[src/rtl/dte_ctl_pkg.sv]
package dte_ctl_pkg;
  typedef enum logic [2:0] {
    SEQ_IDLE    = 3'd0,
    SEQ_STARTUP = 3'd1,
    SEQ_DATA    = 3'd2,
    SEQ_RETRAIN = 3'd3,
    SEQ_CLEAR   = 3'd4
  } seq_state_e;
endpackage

[src/rtl/half_period_div.sv]
module half_period_div #(
  parameter int HALF = 4
) (
  input  logic clk,
  input  logic rst_n,
  output logic q,
  output logic rise_tick,
  output logic fall_tick
);
  localparam int CW = (HALF < 2) ? 1 : $clog2(HALF);

  logic [CW-1:0] cnt;
  logic          wrap;

  assign wrap      = (cnt == CW'(HALF - 1));
  assign rise_tick = wrap & ~q;
  assign fall_tick = wrap & q;

  always_ff @(posedge clk) begin
    if (!rst_n) begin
      cnt <= '0;
      q   <= 1'b0;
    end else if (wrap) begin
      cnt <= '0;
      q   <= ~q;
    end else begin
      cnt <= cnt + 1'b1;
    end
  end


  rise_sets_q_chk: assert property (@(posedge clk) disable iff (!rst_n)
    rise_tick |=> q);
endmodule

[src/rtl/flow_ctl.sv]
module flow_ctl
  import dte_ctl_pkg::*;
#(
  parameter int CTS_DELAY = 16
) (
  input  logic       clk,
  input  logic       rst_n,
  input  seq_state_e state,
  input  logic       rts,
  output logic       cts,
  output logic       dcd
);
  localparam int CW = $clog2(CTS_DELAY + 1);

  logic [CW-1:0] cnt;
  logic          in_data;

  assign in_data = (state == SEQ_DATA);

  always_ff @(posedge clk) begin
    if (!rst_n || !in_data) begin
      cts <= 1'b0;
      cnt <= '0;
    end else if (rts != cts) begin
      if (cnt == CW'(CTS_DELAY - 1)) begin
        cts <= rts;
        cnt <= '0;
      end else begin
        cnt <= cnt + 1'b1;
      end
    end else begin
      cnt <= '0;
    end
  end

  always_ff @(posedge clk) begin
    if (!rst_n) dcd <= 1'b0;
    else        dcd <= (state == SEQ_DATA) || (state == SEQ_RETRAIN);
  end


  cts_off_outside_data_chk: assert property (@(posedge clk) disable iff (!rst_n)
    (state != SEQ_DATA) |=> !cts);

  cts_rise_needs_rts_chk: assert property (@(posedge clk) disable iff (!rst_n)
    $rose(cts) |-> $past(rts));

  cts_fall_needs_rts_low_chk: assert property (@(posedge clk) disable iff (!rst_n)
    $fell(cts) |-> (!$past(rts) || ($past(state) != SEQ_DATA)));

  dcd_rise_at_sequence_chk: assert property (@(posedge clk) disable iff (!rst_n)
    $rose(dcd) |-> (($past(state) == SEQ_DATA) || ($past(state) == SEQ_RETRAIN)));
endmodule

[src/rtl/tx_path.sv]
module tx_path #(
  parameter int TX_HALF = 4
) (
  input  logic clk,
  input  logic rst_n,
  input  logic sync_mode,
  input  logic ext_sel,
  input  logic cts,
  input  logic txd,
  input  logic ext_clk,
  input  logic tx_ready,
  output logic tx_timing,
  output logic tx_valid,
  output logic tx_data
);
  localparam int SYNC_STAGES = 3;

  logic                   int_rise;
  logic                   int_fall;
  logic [SYNC_STAGES-1:0] clk_sh;
  logic [1:0]             dat_sh;
  logic                   src_ext;
  logic                   use_ext;
  logic                   ext_rise;
  logic                   capture;
  logic                   cap_bit;

  half_period_div #(.HALF(TX_HALF)) u_div (
    .clk       (clk),
    .rst_n     (rst_n),
    .q         (tx_timing),
    .rise_tick (int_rise),
    .fall_tick (int_fall)
  );

  always_ff @(posedge clk) begin
    if (!rst_n) begin
      clk_sh <= '0;
      dat_sh <= '0;
    end else begin
      clk_sh <= {clk_sh[SYNC_STAGES-2:0], ext_clk};
      dat_sh <= {dat_sh[0], txd};
    end
  end

  always_ff @(posedge clk) begin
    if (!rst_n)   src_ext <= 1'b0;
    else if (!cts) src_ext <= ext_sel;
  end

  assign use_ext  = src_ext & sync_mode;
  assign ext_rise = clk_sh[1] & ~clk_sh[2];
  assign capture  = cts & (use_ext ? ext_rise : int_rise);
  assign cap_bit  = use_ext ? dat_sh[1] : txd;

  always_ff @(posedge clk) begin
    if (!rst_n) begin
      tx_valid <= 1'b0;
      tx_data  <= 1'b0;
    end else if (capture) begin
      tx_valid <= 1'b1;
      tx_data  <= cap_bit;
    end else if (tx_ready) begin
      tx_valid <= 1'b0;
    end
  end


  src_frozen_while_cts_chk: assert property (@(posedge clk) disable iff (!rst_n)
    cts |=> $stable(src_ext));

  valid_held_chk: assert property (@(posedge clk) disable iff (!rst_n)
    (tx_valid && !tx_ready) |=> tx_valid);

  timing_fall_chk: assert property (@(posedge clk) disable iff (!rst_n)
    int_fall |=> !tx_timing);
endmodule

[src/rtl/rx_path.sv]
module rx_path #(
  parameter int RX_HALF = 5
) (
  input  logic clk,
  input  logic rst_n,
  input  logic sync_mode,
  input  logic rx_valid,
  input  logic rx_data,
  output logic rx_ready,
  output logic rxd,
  output logic rx_timing
);
  logic div_q;
  logic rise_tick;
  logic fall_tick;
  logic full;
  logic hold;
  logic accept;

  half_period_div #(.HALF(RX_HALF)) u_div (
    .clk       (clk),
    .rst_n     (rst_n),
    .q         (div_q),
    .rise_tick (rise_tick),
    .fall_tick (fall_tick)
  );

  assign rx_ready = ~full;
  assign accept   = rx_valid & ~full;

  always_ff @(posedge clk) begin
    if (!rst_n) begin
      full <= 1'b0;
      hold <= 1'b1;
      rxd  <= 1'b1;
    end else begin
      if (fall_tick) rxd <= full ? hold : 1'b1;
      if (accept) begin
        full <= 1'b1;
        hold <= rx_data;
      end else if (fall_tick) begin
        full <= 1'b0;
      end
    end
  end

  always_ff @(posedge clk) begin
    if (!rst_n) rx_timing <= 1'b0;
    else        rx_timing <= sync_mode & div_q;
  end


  rx_timing_clamp_chk: assert property (@(posedge clk) disable iff (!rst_n)
    !sync_mode |=> !rx_timing);

  one_entry_chk: assert property (@(posedge clk) disable iff (!rst_n)
    (rx_valid && rx_ready) |=> !rx_ready);

  rx_rise_chk: assert property (@(posedge clk) disable iff (!rst_n)
    (rise_tick && sync_mode) |=> ##1 rx_timing);
endmodule

[src/rtl/dte_circuit_ctl.sv]
module dte_circuit_ctl
  import dte_ctl_pkg::*;
#(
  parameter int CTS_DELAY = 16,
  parameter int TX_HALF   = 4,
  parameter int RX_HALF   = 5
) (
  input  logic       clk,
  input  logic       rst_n,
  input  logic       sync_mode,
  input  logic [2:0] seq_state,
  input  logic       ext_clk_sel,
  input  logic       rts_i,
  output logic       cts_o,
  output logic       dcd_o,
  input  logic       txd_i,
  input  logic       tx_ext_clk_i,
  output logic       tx_timing_o,
  output logic       tx_valid_o,
  input  logic       tx_ready_i,
  output logic       tx_data_o,
  input  logic       rx_valid_i,
  output logic       rx_ready_o,
  input  logic       rx_data_i,
  output logic       rxd_o,
  output logic       rx_timing_o
);
  seq_state_e state;
  assign state = seq_state_e'(seq_state);

  flow_ctl #(.CTS_DELAY(CTS_DELAY)) u_flow (
    .clk   (clk),
    .rst_n (rst_n),
    .state (state),
    .rts   (rts_i),
    .cts   (cts_o),
    .dcd   (dcd_o)
  );

  tx_path #(.TX_HALF(TX_HALF)) u_tx (
    .clk       (clk),
    .rst_n     (rst_n),
    .sync_mode (sync_mode),
    .ext_sel   (ext_clk_sel),
    .cts       (cts_o),
    .txd       (txd_i),
    .ext_clk   (tx_ext_clk_i),
    .tx_ready  (tx_ready_i),
    .tx_timing (tx_timing_o),
    .tx_valid  (tx_valid_o),
    .tx_data   (tx_data_o)
  );

  rx_path #(.RX_HALF(RX_HALF)) u_rx (
    .clk       (clk),
    .rst_n     (rst_n),
    .sync_mode (sync_mode),
    .rx_valid  (rx_valid_i),
    .rx_data   (rx_data_i),
    .rx_ready  (rx_ready_o),
    .rxd       (rxd_o),
    .rx_timing (rx_timing_o)
  );


  no_capture_without_cts_chk: assert property (@(posedge clk) disable iff (!rst_n)
    (!cts_o && !tx_valid_o) |=> !tx_valid_o);
endmodule

[config.mk]
export PLATFORM = sky130hd
export DESIGN_NAME = dte_circuit_ctl
export DESIGN_NICKNAME = d
export VERILOG_FILES = /design/src/rtl/dte_ctl_pkg.sv /design/src/rtl/half_period_div.sv /design/src/rtl/flow_ctl.sv /design/src/rtl/tx_path.sv /design/src/rtl/rx_path.sv /design/src/rtl/dte_circuit_ctl.sv
export SDC_FILE = /design/constraint.sdc
export NUM_CORES = 1
export LEC_CHECK = 0
export BUFFER_PORTS_ARGS = -buffer_cell sky130_fd_sc_hd__buf_2
export CAP_MARGIN = 20
export CORE_UTILIZATION = 40
export CTS_CLUSTER_DIAMETER = 120
export DETAILED_ROUTE_END_ITERATION = 8
export GPL_ROUTABILITY_DRIVEN = 0
export PLACE_DENSITY = 0.65
export SYNTH_ARGS = -nofsm -noshare
export SYNTH_HDL_FRONTEND = slang
export SYNTH_SLANG_ARGS = --single-unit
[constraint.sdc]
create_clock -name clk -period 4.5 [get_ports clk]
set_input_delay 0.9 -clock clk [delete_from_list [all_inputs] [get_ports clk]]
set_output_delay 0.9 -clock clk [all_outputs]
set_load 0.005 [all_outputs]
==> results.toml <==
[status]
status = "completed"

[sta]
finClkSkew_ns = 0.003300
setup_viol = 0
max_freq_mhz = 556.9
grt_setup_unrepaired = "no"
slew_headroom_pct = 80.54
worst_slew_pin_slew_ns = 0.2901
tns_ns = 0
finalCriticalPeriod_ns = 1.796
hold_violations = 0
holdWs_ns = 0.4351
min_period_over_period_pct = 39.91
drv_slew = 0
final.setup.worst_slack_ns = 2.704

[drt]
drtPass1Iterations = 4
drcViolationCount = 0
wl_per_cell_um = 10.05
final_antenna_net_count = 0
detail_route.iter0.violations = 8
drt-total-wl_mm = 1.468
vias_per_cell = 4.568
vias = 667

[clocking]
clkSinkCount = 26
htreeDepth = 1
cts_resized = 0
clock_path_buffers = 2
clk_latency_ns = 0.30
root_buffer = "clkbuf_4"
cts_setup_buffers = 0
clk_pin_slew_worst_paths_ns = 0.13
cts_tree = "yes"
hold_buffers = 0
numCtsBuffers = 3

[die]
coreArea_um2 = 2233
die_h_um = 50.70
initial_core_util_pct = 42.47
dieArea_um2 = 2570
io_pins = 21
die_w_um = 50.70
num_rows = 17

[synth]
syn_nets = 114
synth_cell_types = 24
yosys_warnings = 0
synth_cells = 96
ys_ff_latch = 26
syn_area_um2 = 948.4
avgSynthCellArea_um2 = 9.879
yosysSeqAreaShare_pct = 54.88

[setup_path]
crit_chain = "buf_2"
crit_fanout = 5
critPathKind = "flop to output pin"
slowest_delay_ns = 0.44
cp_top_family = "flip-flops"
slowest_stage = "dfxtp_1"
critical_path_required_ns = 3.60
worstRegToRegCells = 5
end_kind = "output pin"
reg2reg_to = "u_flow.cnt[2]"
startpoint_type = "flop"
r2r-start = "u_flow.cnt[0]"
crit_buf_inv = 1
ff2ff_setup_slack_ns = 2.77
crit_arrival_ns = 0.90

[worst_hold_path]
min_from = "u_tx.u_div.cnt[0]"
min_to = "u_tx.u_div.cnt[0]"
min_path_type = "flop to flop"
min_path_cells = 1

[grt]
grt_start_max_net_pins = 14
grt_pass1_wl_mm = 2.484
grt_use_total_pct = 13.08
antenna_found_initial = 0
grt_overflow = 0
first_global_vias = 599

[place]
port_buffers = 20
dp_cells = 143
pre_cts_ws_ns = 2.375
dp_hpwl_mm = 1.081

[final_layout]
layout.nets = 138
area_growth_syn_to_layout_pct = 16.23
layoutNonFillerInstCount = 146
n_antenna_cell = 0
layout-drive-gt1-share_pct = 20.34

[pwr]
power.density_nw_per_um2 = 334.4
peakVddDrop_v = 0.0001872
leakagePower_nw = 0.4931

[run]
maxCapViolCount = 0
[per-stage QoR]
step,area [um^2],util [%],total power [mW]
2_1_floorplan,948.4,-,0.2698
3_3_place_gp,1080,48.35,0.2807
3_5_place_dp,1080,48.35,0.2818
4_1_cts,1102,49.36,0.3729
5_1_grt,1102,49.36,0.3930
6_report,1102,49.36,0.3686
[final cells by class]
class	count	area, um^2
Fill cell	217	1131
Sequential cell	26	520.5
Multi-Input combinational cell	58	382.9
Timing Repair Buffer	20	100.1
Inverter	11	41.29
Tap cell	28	35.03
Clock buffer	3	22.52
[Yosys cell counts]
cell,count,share of area [%]
xor2_1,2,1.8
mux2i_1,4,4.2
inv_1,10,4.0
a21oi_1,3,1.6
nand3_1,2,1.1
clkbuf_1,1,0.40
or4_4,1,1.2
nor3_1,4,2.1
or3_1,1,0.66
ha_1,5,6.6
and2_1,5,3.3
nor2b_1,1,0.66
clkinv_1,1,0.40
and3_1,4,2.6
or2_1,1,0.66
o21ai_0,2,1.1
and4b_1,1,1.1
a2bb2oi_1,1,0.92
a31oi_1,2,1.3
xnor2_1,3,2.8
nor2_1,11,4.4
nand2_1,4,1.6
dfxtp_1,26,55
nor3b_1,1,0.79
[kinds of logic after synthesis]
| kind of cell | synth area share (%) |
|---|---|
| flops | 54.88 |
| mux | 4.222 |
| fa+ha+maj | 6.596 |
| compound gates | 4.881 |
| buf+inv | 4.749 |
| xor+xnor | 4.618 |
| simple gates | 20.05 |
[state kept, by name, summed over array words and instances, names as in the netlist, 2 cells and up]
register	flops
u_flow.cnt	5
u_rx.u_div.cnt	3
u_tx.clk_sh	3
u_tx.dat_sh	2
u_tx.u_div.cnt	2
[worst max-delay path by stage]
stage | slack (ns) | start | cells after the start | end
2_1_floorplan | 2.68 | rst_n | 4 | u_flow.cnt[2]
3_3_place_gp | 2.43 | rst_n | 5 | u_flow.cnt[3]
3_5_place_dp | 2.38 | rst_n | 5 | u_flow.cnt[0]
4_1_cts | 2.69 | u_flow.cts | 1 | cts_o
5_1_grt | 2.62 | u_flow.cts | 1 | cts_o
6_report | 2.70 | u_flow.cts | 1 | cts_o
[cell usage in the layout (no fill, tap or decap)]
cell | netlist | final
nand2_1 | 4 | 4
ha_1 | 5 | 5
inv_1 | 10 | 10
nor2_1 | 11 | 11
or3_1 | 1 | 1
clkbuf_4 | 0 | 3
a21oi_1 | 3 | 3
dfxtp_1 | 26 | 26
or2_1 | 1 | 1
and4b_1 | 1 | 1
xor2_1 | 2 | 2
xnor2_1 | 3 | 3
buf_2 | 0 | 20
o21ai_0 | 2 | 2
clkinv_1 | 1 | 1
nand3_1 | 2 | 2
and3_1 | 4 | 4
a2bb2oi_1 | 1 | 1
nor3b_1 | 1 | 1
a31oi_1 | 2 | 2
nor3_1 | 4 | 4
mux2i_1 | 4 | 4
or4_4 | 1 | 1
nor2b_1 | 1 | 1
and2_1 | 5 | 5
[routing by layer]
| metal | vias up | GRT usage (%) | part of all wire (%) |
|---|---|---|---|
| met4 | 0 | 6.944 | 0.95 |
| met2 | 10 | 20.89 | 45 |
| met5 | - | 0 | 0 |
| li1 | 359 | - | - |
| met1 | 296 | 16.39 | 50 |
| met3 | 2 | 2.727 | 3.7 |
[power by group]
group          total (mW)  leakage (nW)  switching [mW]  internal [mW]
Combinational      0.0312         0.267          0.0153         0.0159
Sequential          0.245         0.213         0.00485          0.240
Clock              0.0922        0.0138          0.0610         0.0312
Total               0.369         0.493          0.0812          0.287
Note: power is estimated with default switching activity, not from simulation.
